<file path="src/rtl/stat_xfer_pkg.sv">
package stat_xfer_pkg;

   // Control lane codes driven by the serializer side of the interface
   typedef enum logic [1:0] {
      CTL_IDLE   = 2'b00,
      CTL_STATUS = 2'b01,
      CTL_RECV   = 2'b10,
      CTL_GRANT  = 2'b11
   } ctl_code_e;

endpackage

</file>
<file path="src/rtl/stat_word_slot.sv">
// Holds the word in flight plus an optional one-entry buffer behind it.
module stat_word_slot #(
   parameter int WORD_W  = 16,
   parameter int HAS_BUF = 1
) (
   input  logic              clk,
   input  logic              rst_n,
   input  logic              push,
   input  logic [WORD_W-1:0] push_word,
   input  logic              pop,
   output logic              head_valid,
   output logic [WORD_W-1:0] head_word,
   output logic              can_take
);

   logic              act_v;
   logic [WORD_W-1:0] act_w;

   assign head_valid = act_v;
   assign head_word  = act_w;

   if (HAS_BUF != 0) begin : g_buf
      logic              pend_v;
      logic [WORD_W-1:0] pend_w;

      assign can_take = !pend_v;

      always_ff @(posedge clk or negedge rst_n) begin
         if (!rst_n) begin
            act_v  <= 1'b0;
            act_w  <= '0;
            pend_v <= 1'b0;
            pend_w <= '0;
         end else if (pop) begin
            if (pend_v) begin
               act_w  <= pend_w;
               pend_v <= 1'b0;
            end else begin
               act_v <= push;
               act_w <= push_word;
            end
         end else if (push) begin
            if (act_v) begin
               pend_v <= 1'b1;
               pend_w <= push_word;
            end else begin
               act_v <= 1'b1;
               act_w <= push_word;
            end
         end
      end
   end else begin : g_nobuf
      assign can_take = !act_v;

      always_ff @(posedge clk or negedge rst_n) begin
         if (!rst_n) begin
            act_v <= 1'b0;
            act_w <= '0;
         end else if (pop) begin
            act_v <= 1'b0;
         end else if (push) begin
            act_v <= 1'b1;
            act_w <= push_word;
         end
      end
   end

endmodule

</file>
<file path="src/rtl/stat_beat_seq.sv">
// Start/abort/finish control and bit-pair counter for one transfer.
module stat_beat_seq #(
   parameter int BEATS = 8,
   localparam int BW   = $clog2(BEATS)
) (
   input  logic          clk,
   input  logic          rst_n,
   input  logic          word_ready,
   input  logic          bus_idle,
   input  logic          rx_preempt,
   output logic          sending,
   output logic [BW-1:0] beat,
   output logic          finish,
   output logic          done
);

   localparam logic [BW-1:0] LAST = BW'(BEATS - 1);

   assign finish = sending && !rx_preempt && (beat == LAST);

   always_ff @(posedge clk or negedge rst_n) begin
      if (!rst_n) begin
         sending <= 1'b0;
         beat    <= '0;
         done    <= 1'b0;
      end else begin
         done <= finish;
         if (!sending) begin
            if (word_ready && bus_idle && !rx_preempt) begin
               sending <= 1'b1;
               beat    <= '0;
            end
         end else if (rx_preempt || beat == LAST) begin
            sending <= 1'b0;
            beat    <= '0;
         end else begin
            beat <= beat + 1'b1;
         end
      end
   end

endmodule

</file>
<file path="src/rtl/stat_lane_mux.sv">
// Picks the bit pair of the current beat, forced to zero when not sending.
module stat_lane_mux #(
   parameter int WORD_W = 16,
   parameter int LANE_W = 2,
   localparam int BEATS = WORD_W / LANE_W,
   localparam int BW    = $clog2(BEATS)
) (
   input  logic [WORD_W-1:0] word,
   input  logic [BW-1:0]     beat,
   input  logic              en,
   output logic [LANE_W-1:0] lane
);

   logic [LANE_W-1:0] slices [BEATS];

   for (genvar g = 0; g < BEATS; g++) begin : g_slice
      assign slices[g] = word[g*LANE_W +: LANE_W];
   end

   assign lane = en ? slices[beat] : '0;

endmodule

</file>
<file path="src/rtl/stat_xfer_ser.sv">
module stat_xfer_ser
   import stat_xfer_pkg::*;
#(
   parameter int WORD_W  = 16,
   parameter int LANE_W  = 2,
   parameter int HAS_BUF = 1
) (
   input  logic              clk,
   input  logic              rst_n,
   input  logic              req_valid,
   input  logic [WORD_W-1:0] req_word,
   output logic              req_ready,
   input  logic              bus_idle,
   input  logic              rx_preempt,
   output logic [1:0]        ctl_out,
   output logic [LANE_W-1:0] d_out,
   output logic              busy,
   output logic              done
);

   localparam int BEATS = WORD_W / LANE_W;
   localparam int BW    = $clog2(BEATS);

   if (LANE_W < 1 || (WORD_W % LANE_W) != 0) begin : g_bad_split
      $error("WORD_W must be a whole multiple of LANE_W");
   end
   if (BEATS < 2) begin : g_bad_beats
      $error("a word must span at least two beats");
   end
   if (HAS_BUF != 0 && HAS_BUF != 1) begin : g_bad_buf
      $error("HAS_BUF must be 0 or 1");
   end

   logic              head_valid;
   logic [WORD_W-1:0] head_word;
   logic              sending;
   logic [BW-1:0]     beat;
   logic              finish;
   logic              push;

   assign push = req_valid && req_ready;

   stat_word_slot #(.WORD_W(WORD_W), .HAS_BUF(HAS_BUF)) u_slot (
      .clk       (clk),
      .rst_n     (rst_n),
      .push      (push),
      .push_word (req_word),
      .pop       (finish),
      .head_valid(head_valid),
      .head_word (head_word),
      .can_take  (req_ready)
   );

   stat_beat_seq #(.BEATS(BEATS)) u_seq (
      .clk       (clk),
      .rst_n     (rst_n),
      .word_ready(head_valid),
      .bus_idle  (bus_idle),
      .rx_preempt(rx_preempt),
      .sending   (sending),
      .beat      (beat),
      .finish    (finish),
      .done      (done)
   );

   stat_lane_mux #(.WORD_W(WORD_W), .LANE_W(LANE_W)) u_mux (
      .word(head_word),
      .beat(beat),
      .en  (sending),
      .lane(d_out)
   );

   assign ctl_out = sending ? CTL_STATUS : CTL_IDLE;
   assign busy    = head_valid;

endmodule

</file>
<file path="config.mk">
export PLATFORM = sky130hd
export DESIGN_NAME = stat_xfer_ser
export DESIGN_NICKNAME = d
export VERILOG_FILES = /design/src/rtl/stat_xfer_pkg.sv /design/src/rtl/stat_word_slot.sv /design/src/rtl/stat_beat_seq.sv /design/src/rtl/stat_lane_mux.sv /design/src/rtl/stat_xfer_ser.sv
export SDC_FILE = /design/constraint.sdc
export NUM_CORES = 1
export LEC_CHECK = 0
export ABC_AREA = 0
export BUFFER_PORTS_ARGS = -buffer_cell sky130_fd_sc_hd__buf_2
export CAP_MARGIN = 20
export CORE_MARGIN = 3
export CORE_UTILIZATION = 45
export CTS_CLUSTER_SIZE = 25
export DETAILED_ROUTE_END_ITERATION = 16
export GPL_TIMING_DRIVEN = 0
export PLACE_DENSITY = 0.67
export SKIP_CTS_REPAIR_TIMING = 1
export SYNTH_ARGS = -nofsm -noshare
export SYNTH_HDL_FRONTEND = slang
export SYNTH_HIERARCHICAL = 1
export SYNTH_SLANG_ARGS = --single-unit
</file>
<file path="constraint.sdc">
create_clock -name clk -period 2.16 [get_ports clk]
set_input_delay 0.432 -clock clk [delete_from_list [all_inputs] [get_ports clk]]
set_output_delay 0.432 -clock clk [all_outputs]
set_load 0.005 [all_outputs]
</file>
==> results.py, run 1 <==
metrics = {
    "outcome": {
        "outcome": "completed",
    },
    "cells_and_area": {
        "final_common_cell": "mux2_2",
        "instances_no_fill": 218,
        "seq_area_um2": 980,
        "finish.utilization_pct": 56.6,
        "drive_above_1_share_pct": 63.7,
        "final_cell_mix": "38 x mux2_2, 36 x dfrtp_1, 26 x buf_2, 11 x buf_4, 10 x mux2_4",
        "syn_to_final_growth_pct": 19.2,
        "final_nets": 190,
        "fillers": 344,
        "insertedDiodeCount": 0,
        "multiInputGateArea_um2": 912,
    },
    "critical_path": {
        "startpoint_type": "flop",
        "crit_path_top_delay_cell": "mux4_1",
        "critPathArrivalTime_ns": 1.66,
        "critPathKind": "flop to output pin",
        "cp_slowest_stage_delay_ns": 0.58,
        "cp_max_fo": 6,
        "crit_chain": "mux4_1 > mux2i_1 > nor2_1 > buf_2",
        "required_ns": 1.73,
        "end_kind": "output pin",
        "reg2reg_depth": 7,
    },
    "global_route": {
        "overflow": 0,
        "grt_pass1_wl_um": 5470,
        "grt_max_degree": 40,
        "antenna_found_initial": 0,
        "grt_pass1_vias": 1190,
        "gr-usage-all-layers_pct": 14.1,
    },
    "sta": {
        "clock-skew-final_ns": 0.00413,
        "post-route-period-util_pct": 96.9,
        "rsz0062_at_grt": "yes",
        "hold_viol": 0,
        "worst_slew_pin_slew_ns": 0.833,
        "setup_viol": 0,
        "finalMaxSlewViolations": 0,
        "slew_headroom_pct": 44.5,
        "hold_slack_ns": 0.243,
        "fmax_mhz": 478,
        "worst_slack_ns": 0.0659,
        "min_period_ns": 2.09,
    },
    "routing": {
        "wl_per_cell_um": 15.6,
        "dr.pass1.iters": 4,
        "drt_iter0_markers": 37,
        "routed_wl_um": 3390,
        "drc": 0,
        "final_antenna_net_count": 0,
        "vias_per_cell": 5.22,
        "vias": 1139,
    },
    "yosys": {
        "syn_nets": 148,
        "yosysSeqAreaShare_pct": 50.6,
        "avgSynthCellArea_um2": 15.4,
        "synth_cell_types": 26,
        "yosysWarnings": 6,
        "ys_seq_elements": 39,
        "postSynthCellCount": 125,
        "netlist_area_um2": 1930,
    },
    "placed_design": {
        "portBuffers": 26,
        "pre_cts_ws_ns": -0.340,
        "post-dp-hpwl_um": 2480,
        "gp_congestion": 0.812,
        "place_inst": 201,
    },
    "clocking": {
        "htree_num_levels": 2,
        "tritoncts": "done",
        "clkTransAtPathRegs_ns": 0.07,
        "root_buffer": "clkbuf_8",
        "cts_buffer_depth": 2,
        "cts_made_buffers": 5,
        "cts.sinks": 39,
        "clock_latency_ns": 0.29,
    },
    "power": {
        "peakVddDrop_mv": 0.325,
        "p_per_area_nw_per_um2": 553,
        "power_leakage_nw": 1.26,
    },
    "floorplanning": {
        "start_util_pct": 47.5,
        "die_x_um": 71.4,
        "core_um2": 4060,
        "io_pins": 28,
        "fp.dieArea_um2": 5100,
        "die_h_um": 71.4,
        "rows": 23,
    },
    "hold_path": {
        "min_path_type": "input pin to async pin",
    },
    "run": {
        "drv_cap": 0,
    },
}
[per-stage QoR]
step / cell area, um^2 / power [mW] / setup TNS [ns]
5_1_grt: 2300 / 1.33 / -0.0707
3_3_place_gp: 2120 / 0.818 / -3.03
4_1_cts: 2210 / 1.29 / -5.90
2_1_floorplan: 1930 / 0.780 / 0
3_5_place_dp: 2120 / 0.821 / -5.47
6_report: 2300 / 1.27 / 0
[cell families (layout without fill, tap and decap cells)]
| group | count (synthesis) | after routing | share of synthesized area, % |
|---|---|---|---|
| multiplexers | 55 | 55 | 37.0 |
| flip-flops | 39 | 39 | 50.6 |
| adder cells (fa/ha/maj) | 2 | 2 | 1.30 |
| buffers and inverters | 9 | 52 | 2.79 |
| other | 1 | 1 | 0.195 |
| AND/OR/NAND/NOR | 12 | 12 | 5.33 |
| AO/OA/AOI/OAI | 7 | 7 | 2.73 |
[report_power, final]
group | internal, mW | switching, mW | leakage (nW)
logic | 0.0416 | 0.0343 | 0.683
clock network | 0.226 | 0.234 | 0.0422
registers | 0.734 | 0.00209 | 0.534
[cell usage after synthesis (all sizes together)]
library cell / instances / area (um^2)
nor4b: 1 / 8.76
nor3b: 2 / 20.0
a21oi: 3 / 18.8
buf: 5 / 38.8
inv: 4 / 15.0
a31o: 1 / 8.76
conb: 1 / 3.75
dfrtp: 39 / 976
nand2b: 1 / 6.26
ha: 2 / 25.0
o21ai: 1 / 5.00
mux2i: 3 / 30.0
and2: 1 / 6.26
nor2: 3 / 11.3
nand3b: 3 / 38.8
mux2: 48 / 578
nand2: 1 / 11.3
a32o: 2 / 20.0
mux4: 4 / 105
[critical path: cells and delay by family (launching register included)]
family,cells,cell delay (ns)
mux,2,0.75
flops,1,0.45
buf+inv,1,0.12
simple gates,1,0.05
[final timing paths]
check,from,to,slack [ns]
max in group asynchronous,rst_n,u_seq/beat[2],1.35
worst min register to register,u_slot/head_word[12],u_slot/head_word[12],0.50
worst max register to register,u_seq/beat[1],u_slot/head_word[6],0.10
worst max-delay path,u_seq/beat[2],d_out[0],0.07
min in group clk,req_word[3],u_slot/g_buf.pend_w[3],0.39
worst min-delay path,rst_n,u_slot/g_buf.pend_w[2],0.24
[registers in the layout, summed over array words and instances (netlist names)]
name                 flops
u_seq/done               1
u_slot/head_valid        1
u_seq/sending            1
u_slot/head_word        16
u_slot/g_buf.pend_w     16
u_slot/g_buf.pend_v      1
u_seq/beat               3
[metal layers]
layer | vias up | global-route usage, % | wire, um
met4 | 0 | 6.26 | 70
met2 | 27 | 23.9 | 1800
met3 | 8 | 4.63 | 174
li1 | 538 | - | -
met5 | - | 0 | 0
met1 | 566 | 16.2 | 1350
[area by class of cell]
class | instances | share of cell area [%]
plain buffers | 5 | 1.96
clock buffers | 7 | 3.32
clock inverters | 1 | 0.218
inverters | 4 | 0.654
multi-input cells | 77 | 39.7
flip-flops and latches | 39 | 42.6
well taps | 50 | 2.72
repair buffers | 35 | 8.77
No activity file was read; power rests on OpenSTA's default activity.
==> run 2, diff against run 1 <==
- ABC_AREA: 0 -> 1
- CAP_MARGIN: 20 -> 30
- PLACE_DENSITY: 0.67 -> 0.66
==> results.py, run 2 <==
metrics = {
    "outcome": {
        "outcome": "completed",
    },
    "power": {
        "total_power_mw": 2.37,
        "internal-power_mw": 1.59,
        "peakVddDrop_mv": 0.387,
        "p_per_area_nw_per_um2": 1010,
        "clkPwrFrac_pct": 22.6,
        "power_leakage_nw": 1.35,
        "power_frac_seq_pct": 51.2,
        "swShare_pct": 32.8,
        "power_switching_mw": 0.775,
        "power_frac_comb_pct": 26.2,
    },
    "critical_path": {
        "required_ns": 2.34,
        "crit_chain": "ha_1 > ha_1 > nand2_1 > nor2_4 > nand2_2 > clkinv_2 > buf_6 > nand2_1 > nand3_1 > nand2_1",
        "cp_max_fo": 10,
        "crit_family": "simple AND/OR/NAND/NOR gates",
        "path_depth": 10,
        "critPathKind": "flop to flop",
        "r2r-end": "u_slot/head_word[11]",
        "worst_path_most_repeated_cell": "nand2_1",
        "startpoint_type": "flop",
        "end_kind": "flop",
        "reg2reg_slack_ns": 0.26,
        "critPathArrivalTime_ns": 2.08,
        "crit_path_top_delay_cell": "dfrtp_1",
        "cp_slowest_stage_delay_ns": 0.46,
        "worstReg2RegStart": "u_seq/beat[1]",
        "reg2reg_depth": 10,
        "cp_num_buf_inv": 2,
    },
    "sta": {
        "tns_ns": 0,
        "setup_viol": 0,
        "min_period_ns": 1.90,
        "rsz0062_at_grt": "no",
        "hold_viol": 0,
        "fmax_mhz": 527,
        "clock-skew-final_ns": 0.00592,
        "finalMaxSlewViolations": 0,
        "hold_slack_ns": 0.251,
        "slew_headroom_pct": 42.7,
        "worst_slack_ns": 0.264,
        "worst_slew_pin_slew_ns": 0.859,
        "post-route-period-util_pct": 87.8,
    },
    "global_route": {
        "grt_max_degree": 40,
        "overflow": 0,
        "grt_pass1_vias": 1508,
        "grt_pass1_wl_um": 7020,
        "antenna_found_initial": 0,
        "gr-usage-all-layers_pct": 16.9,
    },
    "yosys": {
        "synth_compound_area_share_pct": 6.61,
        "synthTopCellsByArea": "dfrtp_1 48%, nand2_1 19%, inv_1 8.6%",
        "yosysWarnings": 6,
        "synthArstFlopShare_pct": 100,
        "synthXorXnorAreaFrac_pct": 0,
        "postSynthCellCount": 279,
        "ys_seq_elements": 39,
        "ys.flop_type": "dfrtp_1",
        "synth_adder_area_share_pct": 1.22,
        "synth_edf_count": 0,
        "netlist_area_um2": 2040,
        "yosysMostFrequentCell": "nand2_1",
        "yosysSeqAreaShare_pct": 47.8,
        "syn_nets": 302,
        "synthTopCellsByCount": "106 x nand2_1, 47 x inv_1, 39 x dfrtp_1",
        "synth_top_area_share_pct": 47.8,
        "yosys.area_share.simple_pct": 29.8,
        "synth_mux_area_share_pct": 0,
        "synth_top_area_cell": "dfrtp_1",
        "avgSynthCellArea_um2": 7.32,
        "synth_cell_types": 20,
        "synth_top_family_by_area": "simple AND/OR/NAND/NOR gates",
    },
    "clocking": {
        "clock_latency_ns": 0.29,
        "root_buffer": "clkbuf_8",
        "htree_num_levels": 2,
        "cts_made_buffers": 5,
        "cts.sinks": 39,
        "clkTransAtPathRegs_ns": 0.08,
        "tritoncts": "done",
        "cts_buffer_depth": 2,
    },
    "routing": {
        "dr.pass1.iters": 4,
        "routed_wl_um": 3960,
        "vias": 1676,
        "wl_per_cell_um": 10.9,
        "final_antenna_net_count": 0,
        "drc": 0,
        "vias_per_cell": 4.62,
        "drt_iter0_markers": 118,
    },
    "cells_and_area": {
        "instances_no_fill": 363,
        "finish.utilization_pct": 55.8,
        "final_cell_mix": "106 x nand2_1, 47 x inv_1, 39 x dfrtp_1, 31 x nand3_1, 30 x buf_2",
        "final_nets": 335,
        "fillers": 420,
        "drive_above_1_share_pct": 19.2,
        "final_area_um2": 2340,
        "syn_to_final_growth_pct": 14.7,
        "final_common_cell": "nand2_1",
        "insertedDiodeCount": 0,
    },
    "hold_path": {
        "min_path_type": "input pin to async pin",
    },
    "placed_design": {
        "gp_congestion": 0.769,
        "pre_cts_ws_ns": -0.0342,
        "place_inst": 355,
        "post-dp-hpwl_um": 2840,
        "place_area_um2": 2240,
        "portBuffers": 26,
    },
    "floorplanning": {
        "io_pins": 28,
        "die_x_um": 73.4,
        "start_util_pct": 48.6,
        "rows": 23,
        "die_h_um": 73.4,
        "fp.dieArea_um2": 5380,
        "core_um2": 4200,
    },
    "run": {
        "drv_cap": 0,
    },
}
==> run 2: area by class of cell <==
| class | instances | area (um^2) | share of cell area [%] |
|---|---|---|---|
| well taps | 50 | 62.6 | 2.67 |
| flip-flops and latches | 39 | 976 | 41.6 |
| multi-input cells | 172 | 781 | 33.3 |
| repair buffers | 26 | 130 | 5.55 |
| clock buffers | 8 | 100 | 4.27 |
| inverters | 58 | 221 | 9.45 |
| plain buffers | 10 | 72.6 | 3.10 |
==> run 2: power by group through the flow <==
stage | sequential, mW | combinational (mW) | clock (mW)
after floorplan | 1.18 | 0.491 | 0
after global placement | 1.22 | 0.613 | 0
after detailed placement | 1.22 | 0.624 | 0
after global routing | 1.25 | 0.753 | 0.591
final | 1.21 | 0.620 | 0.534
after CTS | 1.21 | 0.628 | 0.552
==> run 2: worst max-delay path by stage <==
stage	from	to	slack, ns
6_report	u_seq/beat[1]	u_slot/head_word[11]	0.26
3_5_place_dp	u_seq/beat[1]	u_slot/head_word[11]	-0.03
3_3_place_gp	u_seq/beat[1]	u_slot/head_word[11]	-0.02
4_1_cts	u_seq/beat[1]	u_slot/head_word[11]	-0.05
2_1_floorplan	u_seq/beat[1]	u_slot/head_word[10]	0.39
5_1_grt	u_seq/beat[1]	u_slot/head_word[11]	0.11
==> run 2: per-layer routing <==
layer	vias up	GRT usage [%]	part of all wire (%)
met5	-	0	0
met4	0	4.83	0.88
met3	4	4.10	5.1
met2	41	23.6	42
met1	734	25.8	51
li1	897	-	-
==> run 2: kinds of logic after synthesis <==
family,count (synthesis)
adders and majority gates,2
and+or+nand+nor,147
buffers and inverters,68
other,1
AOI/OAI and AO/OA,22
DFF,39
==> run 2: worst register-to-register path, cell delays in order, from the launching register on <==
cell and delay, ns:
dfrtp_1 0.46, ha_1 0.19, ha_1 0.16, nand2_1 0.09, nor2_4 0.20, nand2_2 0.16, clkinv_2 0.15, buf_6 0.16
nand2_1 0.06, nand3_1 0.10, nand2_1 0.06
==> run 3, diff against run 2 <==
- REMOVE_ABC_BUFFERS: default -> 1
==> results.py, run 3 (synthesis results as in run 2) <==
metrics = {
    "critical_path": {
        "critPathKind": "flop to flop",
        "critPathArrivalTime_ns": 2.14,
        "end_kind": "flop",
        "cp_num_buf_inv": 1,
        "worst_path_most_repeated_cell": "nand2_1",
        "startpoint_type": "flop",
        "required_ns": 2.39,
        "crit_family": "simple AND/OR/NAND/NOR gates",
        "crit_chain": "ha_1 > ha_1 > nand2_1 > nor2_4 > nand2_4 > clkinv_2 > nand2_1 > nand3_1 > nand2_1",
        "crit_path_top_delay_cell": "dfrtp_2",
        "cp_max_fo": 17,
        "cp_slowest_stage_delay_ns": 0.50,
        "reg2reg_slack_ns": 0.24,
    },
    "clocking": {
        "clock_latency_ns": 0.29,
        "cts.sinks": 39,
        "cts_made_buffers": 5,
        "clkTransAtPathRegs_ns": 0.07,
        "cts_buffer_depth": 2,
        "htree_num_levels": 2,
        "tritoncts": "done",
        "root_buffer": "clkbuf_8",
    },
    "placed_design": {
        "gp_congestion": 0.823,
        "portBuffers": 26,
        "post-dp-hpwl_um": 2560,
        "place_area_um2": 2160,
    },
    "power": {
        "total_power_mw": 2.30,
        "power_leakage_nw": 1.31,
        "p_per_area_nw_per_um2": 1010,
        "peakVddDrop_mv": 0.605,
    },
    "cells_and_area": {
        "finish.utilization_pct": 54.1,
        "drive_above_1_share_pct": 16.9,
        "final_area_um2": 2270,
        "final_cell_mix": "106 x nand2_1, 47 x inv_1, 38 x dfrtp_1, 31 x nand3_1, 26 x buf_2",
        "insertedDiodeCount": 0,
        "fillers": 444,
        "syn_to_final_growth_pct": 11.2,
        "final_nets": 325,
        "final_common_cell": "nand2_1",
    },
    "floorplanning": {
        "io_pins": 28,
        "start_util_pct": 48.6,
        "die_x_um": 73.4,
        "die_h_um": 73.4,
        "rows": 23,
        "core_um2": 4200,
        "fp.dieArea_um2": 5380,
    },
    "sta": {
        "tns_ns": 0,
        "fmax_mhz": 522,
        "setup_viol": 0,
        "hold_viol": 0,
        "post-route-period-util_pct": 88.7,
        "finalMaxSlewViolations": 0,
        "rsz0062_at_grt": "no",
        "slew_headroom_pct": 43.9,
        "clock-skew-final_ns": 0.00185,
        "min_period_ns": 1.92,
        "worst_slew_pin_slew_ns": 0.841,
    },
    "routing": {
        "vias": 1636,
        "vias_per_cell": 4.65,
        "wl_per_cell_um": 10.6,
        "dr.pass1.iters": 4,
        "drc": 0,
        "drt_iter0_markers": 123,
        "final_antenna_net_count": 0,
        "routed_wl_um": 3740,
    },
    "global_route": {
        "antenna_found_initial": 0,
        "gr-usage-all-layers_pct": 16.4,
        "grt_pass1_wl_um": 6690,
        "grt_pass1_vias": 1518,
        "grt_max_degree": 40,
        "overflow": 0,
    },
    "outcome": {
        "outcome": "completed",
    },
    "run": {
        "drv_cap": 0,
    },
    "hold_path": {
        "min_path_type": "input pin to async pin",
    },
}
-- run 3: layout make-up --
| class | instances | area, um^2 | area share, % |
|---|---|---|---|
| Sequential cell | 39 | 977 | 43.0 |
| Inverter | 58 | 221 | 9.75 |
| Multi-Input combinational cell | 172 | 793 | 34.9 |
| Timing Repair Buffer | 26 | 130 | 5.73 |
| Clock buffer | 6 | 82.6 | 3.63 |
| Tap cell | 50 | 62.6 | 2.75 |
| Clock inverter | 1 | 5.00 | 0.220 |
-- run 3: power by group --
part | switching [mW] | leakage [nW] | internal [mW]
sequential | 0.191 | 0.485 | 1.03
clock | 0.240 | 0.0470 | 0.250
combinational | 0.336 | 0.776 | 0.252
-- run 3: path summary, 6_finish.rpt --
check                                    start  depth (start not counted)             endpoint
max                              u_seq/beat[0]                          9  u_slot/head_word[5]
min                                      rst_n                          1           u_seq/done
max reg2reg                      u_seq/beat[0]                          9  u_slot/head_word[5]
min reg2reg                u_slot/head_word[2]                          2  u_slot/head_word[2]
max in group asynchronous                rst_n                          1        u_seq/beat[0]
min in group clk                    rx_preempt                          2           u_seq/done
-- run 3: worst register-to-register path: stages, from the launching register on --
cell and delay, ns:
dfrtp_2 0.50, ha_1 0.23, ha_1 0.19, nand2_1 0.10, nor2_4 0.07, nand2_4 0.18, clkinv_2 0.29, nand2_1 0.15
nand3_1 0.08, nand2_1 0.08
-- run 3: metrics by stage --
stage	setup slack, ns	std cells	hold WS, ns
floorplan	0.181	269	0.136
global placement	-0.244	345	0.468
detailed placement	-0.284	345	0.470
CTS	-0.299	352	0.272
global route	0.0557	352	0.301
finish	0.244	352	0.240
-- run 3: routing by layer --
layer / global-route usage (%) / vias to the layer above / wire length, um
met4: 6.64 / 0 / 56
met2: 25.7 / 25 / 1650
met5: 0 / - / 0
met3: 5.47 / 6 / 162
met1: 20.7 / 731 / 1870
li1: - / 874 / -
